File: config.mk
export PLATFORM = sky130hd
export DESIGN_NAME = cvsd_core
export DESIGN_NICKNAME = d
export VERILOG_FILES = /design/src/rtl/cvsd_pkg.sv /design/src/rtl/cvsd_run_detect.sv /design/src/rtl/cvsd_syllabic.sv /design/src/rtl/cvsd_estimate.sv /design/src/rtl/cvsd_core.sv
export SDC_FILE = /design/constraint.sdc
export NUM_CORES = 1
export LEC_CHECK = 0
export BUFFER_PORTS_ARGS = -buffer_cell sky130_fd_sc_hd__buf_4
export CAP_MARGIN = 20
export CORE_AREA = 2 2 93 95
export DETAILED_ROUTE_END_ITERATION = 8
export DIE_AREA = 0 0 95 97
export PLACE_DENSITY = 0.66
export SKIP_LAST_GASP = 1
export SLEW_MARGIN = 20
export SYNTH_ARGS = -nofsm -noshare
export SYNTH_HDL_FRONTEND = slang
export SYNTH_SLANG_ARGS = --single-unit
export TNS_END_PERCENT = 5
File: constraint.sdc
create_clock -name clk -period 5.8 [get_ports clk]
set_clock_uncertainty 0.05 [all_clocks]
set_input_delay 0.58 -clock clk [delete_from_list [all_inputs] [get_ports clk]]
set_output_delay 0.58 -clock clk [all_outputs]
set_load 0.1 [all_outputs]
File: src/rtl/cvsd_pkg.sv
package cvsd_pkg;

   typedef enum logic {
      DIR_DOWN = 1'b0,
      DIR_UP   = 1'b1
   } dir_e;

   // alternating bit pattern used as the quiet history value
   function automatic logic [31:0] idle_pattern(input int n);
      logic [31:0] r;
      r = '0;
      for (int i = 0; i < n; i++) begin
         r[i] = (i % 2) == 1;
      end
      return r;
   endfunction

endpackage

File: src/rtl/cvsd_run_detect.sv
module cvsd_run_detect #(
   parameter int RUN_LEN = 3
) (
   input  logic clk,
   input  logic rst_n,
   input  logic clear_i,
   input  logic adv_i,
   input  logic bit_i,
   output logic coin_o
);
   import cvsd_pkg::*;

   localparam logic [RUN_LEN-1:0] IDLE = RUN_LEN'(idle_pattern(RUN_LEN));

   logic [RUN_LEN-1:0] hist_q;
   logic [RUN_LEN-1:0] hist_nxt;
   logic [RUN_LEN-1:0] same;

   assign hist_nxt = {hist_q[RUN_LEN-2:0], bit_i};

   for (genvar i = 0; i < RUN_LEN; i++) begin : g_eq
      assign same[i] = (hist_nxt[i] == hist_nxt[0]);
   end

   assign coin_o = &same;

   always_ff @(posedge clk or negedge rst_n) begin
      if (!rst_n) begin
         hist_q <= IDLE;
      end else if (clear_i) begin
         hist_q <= IDLE;
      end else if (adv_i) begin
         hist_q <= hist_nxt;
      end
   end

   // clear restores the quiet history
   a_r9_hist_idle: assert property (@(posedge clk) disable iff (!rst_n)
      clear_i |=> hist_q == IDLE);

   // no strobe, no history movement
   a_r10_hist_hold: assert property (@(posedge clk) disable iff (!rst_n)
      (!adv_i && !clear_i) |=> $stable(hist_q));

endmodule

File: src/rtl/cvsd_syllabic.sv
module cvsd_syllabic #(
   parameter int W          = 10,
   parameter int STEP_SHIFT = 6,
   parameter int STEP_INC   = 8,
   parameter int STEP_MIN   = 1,
   parameter int STEP_MAX   = 128
) (
   input  logic         clk,
   input  logic         rst_n,
   input  logic         clear_i,
   input  logic         adv_i,
   input  logic         coin_i,
   output logic [W-1:0] step_o
);

   localparam logic [W:0]   INC_X = (W+1)'(STEP_INC);
   localparam logic [W:0]   MIN_X = (W+1)'(STEP_MIN);
   localparam logic [W:0]   MAX_X = (W+1)'(STEP_MAX);
   localparam logic [W-1:0] MIN_W = W'(STEP_MIN);

   logic [W-1:0] step_q;
   logic [W:0]   step_x;
   logic [W:0]   sum;
   logic [W:0]   lim;

   assign step_x = {1'b0, step_q};
   assign sum    = step_x - (step_x >> STEP_SHIFT) + (coin_i ? INC_X : '0);

   always_comb begin
      if (sum > MAX_X) begin
         lim = MAX_X;
      end else if (sum < MIN_X) begin
         lim = MIN_X;
      end else begin
         lim = sum;
      end
   end

   always_ff @(posedge clk or negedge rst_n) begin
      if (!rst_n) begin
         step_q <= MIN_W;
      end else if (clear_i) begin
         step_q <= MIN_W;
      end else if (adv_i) begin
         step_q <= lim[W-1:0];
      end
   end

   assign step_o = step_q;

   // step stays inside its limits
   a_r4_step_bounds: assert property (@(posedge clk) disable iff (!rst_n)
      (step_q >= MIN_W) && ({1'b0, step_q} <= MAX_X));

   // a coincidence never shrinks the step
   a_r3_boost_grows: assert property (@(posedge clk) disable iff (!rst_n)
      (adv_i && coin_i && !clear_i) |=> step_q >= $past(step_q));

   // without coincidence the step only decays
   a_r4_decay_only: assert property (@(posedge clk) disable iff (!rst_n)
      (adv_i && !coin_i && !clear_i) |=> step_q <= $past(step_q));

endmodule

File: src/rtl/cvsd_estimate.sv
module cvsd_estimate #(
   parameter int W         = 10,
   parameter int EST_SHIFT = 4
) (
   input  logic                clk,
   input  logic                rst_n,
   input  logic                clear_i,
   input  logic                en_i,
   input  logic                bit_i,
   input  logic [W-1:0]        step_i,
   output logic signed [W-1:0] est_o,
   output logic                inhibit_o,
   output logic                clamped_o,
   output logic                agc_n_o
);
   import cvsd_pkg::*;

   localparam int EW    = W + 2;
   localparam int MID   = 1 << (W - 1);
   localparam int CLAMP = (3 * MID) / 4;
   localparam int HALF  = MID / 2;

   localparam logic signed [EW-1:0] CL_P = EW'(CLAMP);
   localparam logic signed [EW-1:0] CL_N = -CL_P;
   localparam logic signed [W-1:0]  CW_P = W'(CLAMP);
   localparam logic signed [W-1:0]  CW_N = -CW_P;
   localparam logic signed [W-1:0]  HW_P = W'(HALF);
   localparam logic signed [W-1:0]  HW_N = -HW_P;

   logic signed [W-1:0]  est_q;
   logic signed [EW-1:0] e_ext;
   logic signed [EW-1:0] st_ext;
   logic signed [EW-1:0] e1;
   logic signed [EW-1:0] leak;
   logic signed [EW-1:0] e2;
   logic signed [EW-1:0] e_lim;
   dir_e                 dir;

   assign dir    = dir_e'(bit_i);
   assign e_ext  = {{(EW-W){est_q[W-1]}}, est_q};
   assign st_ext = {{(EW-W){1'b0}}, step_i};
   assign e1     = (dir == DIR_UP) ? (e_ext + st_ext) : (e_ext - st_ext);

   if (EST_SHIFT == 0) begin : g_no_leak
      assign leak = '0;
   end else begin : g_leak
      assign leak = e1 >>> EST_SHIFT;
   end

   assign e2 = e1 - leak;

   always_comb begin
      if (e2 > CL_P) begin
         e_lim = CL_P;
      end else if (e2 < CL_N) begin
         e_lim = CL_N;
      end else begin
         e_lim = e2;
      end
   end

   assign clamped_o = (est_q >= CW_P) || (est_q <= CW_N);
   assign agc_n_o   = !((est_q >= HW_P) || (est_q <= HW_N));
   assign inhibit_o = clamped_o && ((dir == DIR_UP) == (est_q > 0));

   always_ff @(posedge clk or negedge rst_n) begin
      if (!rst_n) begin
         est_q <= '0;
      end else if (clear_i) begin
         est_q <= '0;
      end else if (en_i && !inhibit_o) begin
         est_q <= e_lim[W-1:0];
      end
   end

   assign est_o = est_q;

   // estimate never passes the clamp rails
   a_r6_in_rails: assert property (@(posedge clk) disable iff (!rst_n)
      (est_q <= CW_P) && (est_q >= CW_N));

   // outward bit while clamped freezes the estimate
   a_r6_freeze: assert property (@(posedge clk) disable iff (!rst_n)
      (en_i && inhibit_o && !clear_i) |=> $stable(est_q));

   // clear returns the estimate to zero
   a_r9_est_zero: assert property (@(posedge clk) disable iff (!rst_n)
      clear_i |=> est_q == '0);

endmodule

File: src/rtl/cvsd_core.sv
module cvsd_core #(
   parameter int W          = 10,
   parameter int RUN_LEN    = 3,
   parameter int STEP_SHIFT = 6,
   parameter int EST_SHIFT  = 4,
   parameter int STEP_INC   = 8,
   parameter int STEP_MIN   = 1,
   parameter int STEP_MAX   = 128
) (
   input  logic                clk,
   input  logic                rst_n,
   input  logic                bit_en,
   input  logic                dec_mode,
   input  logic                flt_clear,
   input  logic signed [W-1:0] sample_in,
   input  logic                rx_bit,
   output logic                tx_bit,
   output logic [W-1:0]        level_out,
   output logic                clamped,
   output logic                agc_n
);

   localparam int MID = 1 << (W - 1);

   if (W < 4) begin : g_bad_w
      $error("cvsd_core: W must be at least 4");
   end
   if (RUN_LEN < 2 || RUN_LEN > 32) begin : g_bad_run
      $error("cvsd_core: RUN_LEN must be 2..32");
   end
   if (STEP_MIN < 1 || STEP_MAX < STEP_MIN || STEP_MAX > MID) begin : g_bad_step
      $error("cvsd_core: step limits out of range");
   end
   if (STEP_INC < 0 || STEP_INC >= MID) begin : g_bad_inc
      $error("cvsd_core: STEP_INC out of range");
   end
   if (STEP_SHIFT < 1 || EST_SHIFT < 0 || EST_SHIFT >= W) begin : g_bad_shift
      $error("cvsd_core: shift amounts out of range");
   end

   logic                loop_bit;
   logic                coin;
   logic                inhibit;
   logic [W-1:0]        step;
   logic signed [W-1:0] est;
   logic                tx_q;

   assign loop_bit = dec_mode ? rx_bit : (sample_in >= est);

   cvsd_run_detect #(
      .RUN_LEN (RUN_LEN)
   ) u_run (
      .clk     (clk),
      .rst_n   (rst_n),
      .clear_i (flt_clear),
      .adv_i   (bit_en),
      .bit_i   (loop_bit),
      .coin_o  (coin)
   );

   cvsd_syllabic #(
      .W          (W),
      .STEP_SHIFT (STEP_SHIFT),
      .STEP_INC   (STEP_INC),
      .STEP_MIN   (STEP_MIN),
      .STEP_MAX   (STEP_MAX)
   ) u_step (
      .clk     (clk),
      .rst_n   (rst_n),
      .clear_i (flt_clear),
      .adv_i   (bit_en && !inhibit),
      .coin_i  (coin),
      .step_o  (step)
   );

   cvsd_estimate #(
      .W         (W),
      .EST_SHIFT (EST_SHIFT)
   ) u_est (
      .clk       (clk),
      .rst_n     (rst_n),
      .clear_i   (flt_clear),
      .en_i      (bit_en),
      .bit_i     (loop_bit),
      .step_i    (step),
      .est_o     (est),
      .inhibit_o (inhibit),
      .clamped_o (clamped),
      .agc_n_o   (agc_n)
   );

   always_ff @(posedge clk or negedge rst_n) begin
      if (!rst_n) begin
         tx_q <= 1'b0;
      end else if (flt_clear) begin
         tx_q <= 1'b0;
      end else if (bit_en) begin
         tx_q <= loop_bit;
      end
   end

   assign tx_bit    = tx_q;
   assign level_out = {~est[W-1], est[W-2:0]};

   // encoder bit follows the comparison made at the strobe
   a_r1_enc_bit: assert property (@(posedge clk) disable iff (!rst_n)
      (bit_en && !dec_mode && !flt_clear) |=>
         tx_bit == ($signed($past(sample_in)) >= $signed($past(est))));

   // decoder bit follows the received stream
   a_r2_dec_bit: assert property (@(posedge clk) disable iff (!rst_n)
      (bit_en && dec_mode && !flt_clear) |=> tx_bit == $past(rx_bit));

   // idle cycles leave outputs alone
   a_r10_idle_hold: assert property (@(posedge clk) disable iff (!rst_n)
      (!bit_en && !flt_clear) |=> ($stable(level_out) && $stable(tx_bit)));

   // clear drops the output bit
   a_r9_tx_zero: assert property (@(posedge clk) disable iff (!rst_n)
      flt_clear |=> !tx_bit);

endmodule

==> results.yml <==
drt:
  routed_wl_um: 11200
  post-route-drc-count: 0
  antenna_left: 0
  wl_per_cell_um: 17.3
  vias: 3732
  drt_iter0_markers: 225
  vias_per_cell: 5.79
  drt-pass1-iter-count: 5
cts:
  cts.sinks: 22
  clockBufferDepth: 2
  clk_pin_slew_ns: 0.08
  cts_tree: "yes"
  cts_buffers: 3
  cts_max_level: 1
  cts_root_buf: "clkbuf_8"
  hold_buffers: 0
  clk_latency_ns: 0.26
cells_and_area:
  areaGrowthSynthToFinish_pct: 33.7
  drive_gt1_share_pct: 33.3
  final_nets: 611
  diodes: 0
placed_design:
  post-place-ws_ns: -0.243
  hpwlAfterDp_um: 9100
  globalplace.congestion: 0.972
  io_buffers: 28
yosys:
  ys_seq_area_share_pct: 14.9
  synth_top_area_cell: "ha_1"
  yosys.cell_count.top_type: "inv_1"
  ys.flop_type: "dfrtp_1"
  syn_inst: 456
  synth_area_leaders: "ha_1 17%, dfrtp_1 13%, inv_1 5.3%, xnor2_1 4.9%, a21oi_1 4.4%"
  ys_warn_count: 0
  syn_area_mm2: 0.00372
  synthTopCellsByCount: "53 x inv_1, 50 x ha_1, 37 x nand2_1, 33 x a21oi_1"
  synth_edf_count: 0
  synth_top_area_share_pct: 16.8
  synth_area_per_cell_um2: 8.16
  synth_nets: 526
  ys_ff_latch: 22
  yosysUniqueCellTypes: 80
  async_reset_ff_share_pct: 100
critical_path:
  path_common_cell: "buf_4"
  slowest_stage: "dfrtp_1"
  cp.arrival_ns: 5.80
  crit_path_max_fanout: 9
  required_ns: 5.91
  cpPeakStageDelay_ns: 0.43
  r2r_slack_ns: 0.11
  start_kind: "flip-flop"
  endpoint_kind: "flip-flop"
  path_class: "flip-flop to flip-flop"
floorplan:
  die_width_um: 95
  floorplan.initialDensity_pct: 45.8
  num_rows: 33
  core-area_mm2: 0.00813
  die_h_um: 97
  dieArea_mm2: 0.00922
  ios: 29
worst_hold_path:
  hold_path.class: "primary input to async pin"
sta:
  fin_crit_sh_pct: 98.2
  setup_viol: 0
  min_period_ns: 5.69
  fin_ws_ns: 0.105
  tightest_slew_ns: 0.878
  fmax_mhz: 176
  slew_headroom_pct: 41.5
  setup_tns_ns: 0
  hold_viol_final: 0
  drv_slew: 0
outcome:
  run_status: "finished, final reports clean"
global_routing:
  grt_max_degree: 23
  grt_use_total_pct: 23.6
  grt_first_pass_wirelength_um: 17500
  overflow: 0
  grt_pass1_vias: 3531
  antenna_found_initial: 0
job:
  drv_cap: 0
## metal layers
layer	track usage (%)	share of wire [%]	wire, um	up-vias
met5	0	0	0	-
met4	4.68	1.6	181	0
met3	2.34	4.5	504	17
met2	39.2	47	5300	107
met1	33.3	46	5170	1785
li1	-	-	-	1823
## worst paths after layout
check / startpoint / endpoint / cells after the start
worst max-delay path: u_est.est_o[7]$_DFFE_PN0P_ / u_est.est_o[6]$_DFFE_PN0P_ / 27
worst min-delay path: rst_n / u_step.step_o[8]$_DFFE_PN0P_ / 1
worst max register to register: u_est.est_o[7]$_DFFE_PN0P_ / u_est.est_o[6]$_DFFE_PN0P_ / 27
worst min register to register: u_step.step_o[8]$_DFFE_PN0P_ / u_step.step_o[8]$_DFFE_PN0P_ / 1
max in group asynchronous: rst_n / u_step.step_o[0]$_DFFE_PN1P_ / 1
min in group clk: flt_clear / u_run.hist_q[0]$_DFFE_PN0P_ / 2
## worst max-delay path: cells and delay by family, from the launching register on
kind,cells,cell delay [ns]
compound gates,11,2.28
xor+xnor,1,0.11
fa+ha+maj,3,0.90
buf+inv,7,0.98
flops,1,0.43
mux,1,0.17
simple gates,4,0.67
## sequential cells by signal (all words and copies together) (netlist names)
register       flops
u_est.est_o       10
u_step.step_o     10
u_run.hist_q       2
## what timing repair did
item	4_1_cts	5_1_grt
pin swaps	1	22
buffers inserted	0	3
gates cloned	0	1
gates resized for setup	1	46
endpoints found under the setup margin	2	9
## cell type report
| class | count | area [um^2] |
|---|---|---|
| repair buffers | 100 | 781 |
| fillers | 659 | 3160 |
| inverters | 53 | 203 |
| clock buffers | 3 | 41.3 |
| flip-flops and latches | 22 | 554 |
| clock inverters | 1 | 30.0 |
| multi-input cells | 361 | 3240 |
| well taps | 105 | 131 |
## cell usage in the layout (no fill, tap or decap), drive strengths merged, types with 8 or more instances in the layout
cell,instances
xnor2,25
buf,100
inv,52
o211ai,10
o21ai,16
nor2,22
dfrtp,20
nand2,37
a21oi,35
nand3,12
and2,8
nand4,13
nor3,8
ha,50
a21o,14
## logic make-up (layout without fill, tap and decap cells)
kind of cell    Yosys count  count (layout)  synth area share [%]
simple gates            135             135                  19.2
compound gates          129             129                  25.8
buf+inv                  73             157                  8.57
fa+ha+maj                55              55                  19.2
xor+xnor                 34              34                  9.85
flops                    22              22                  14.9
mux                       8               8                  2.52
## through the flow
stage	hold WS (ns)	area (um^2)	util (%)	std cells
after global routing	0.156	4980	61.2	645
after detailed placement	0.438	4600	56.6	637
final	0.143	4980	61.2	645
after floorplan	0.234	3880	-	456
after global placement	0.432	4600	56.6	637
after CTS	0.156	4680	57.5	641
Power is left out: the tool's default activity adds up to more than one toggle a clock period on the data nets, which glitch-free logic cannot reach.
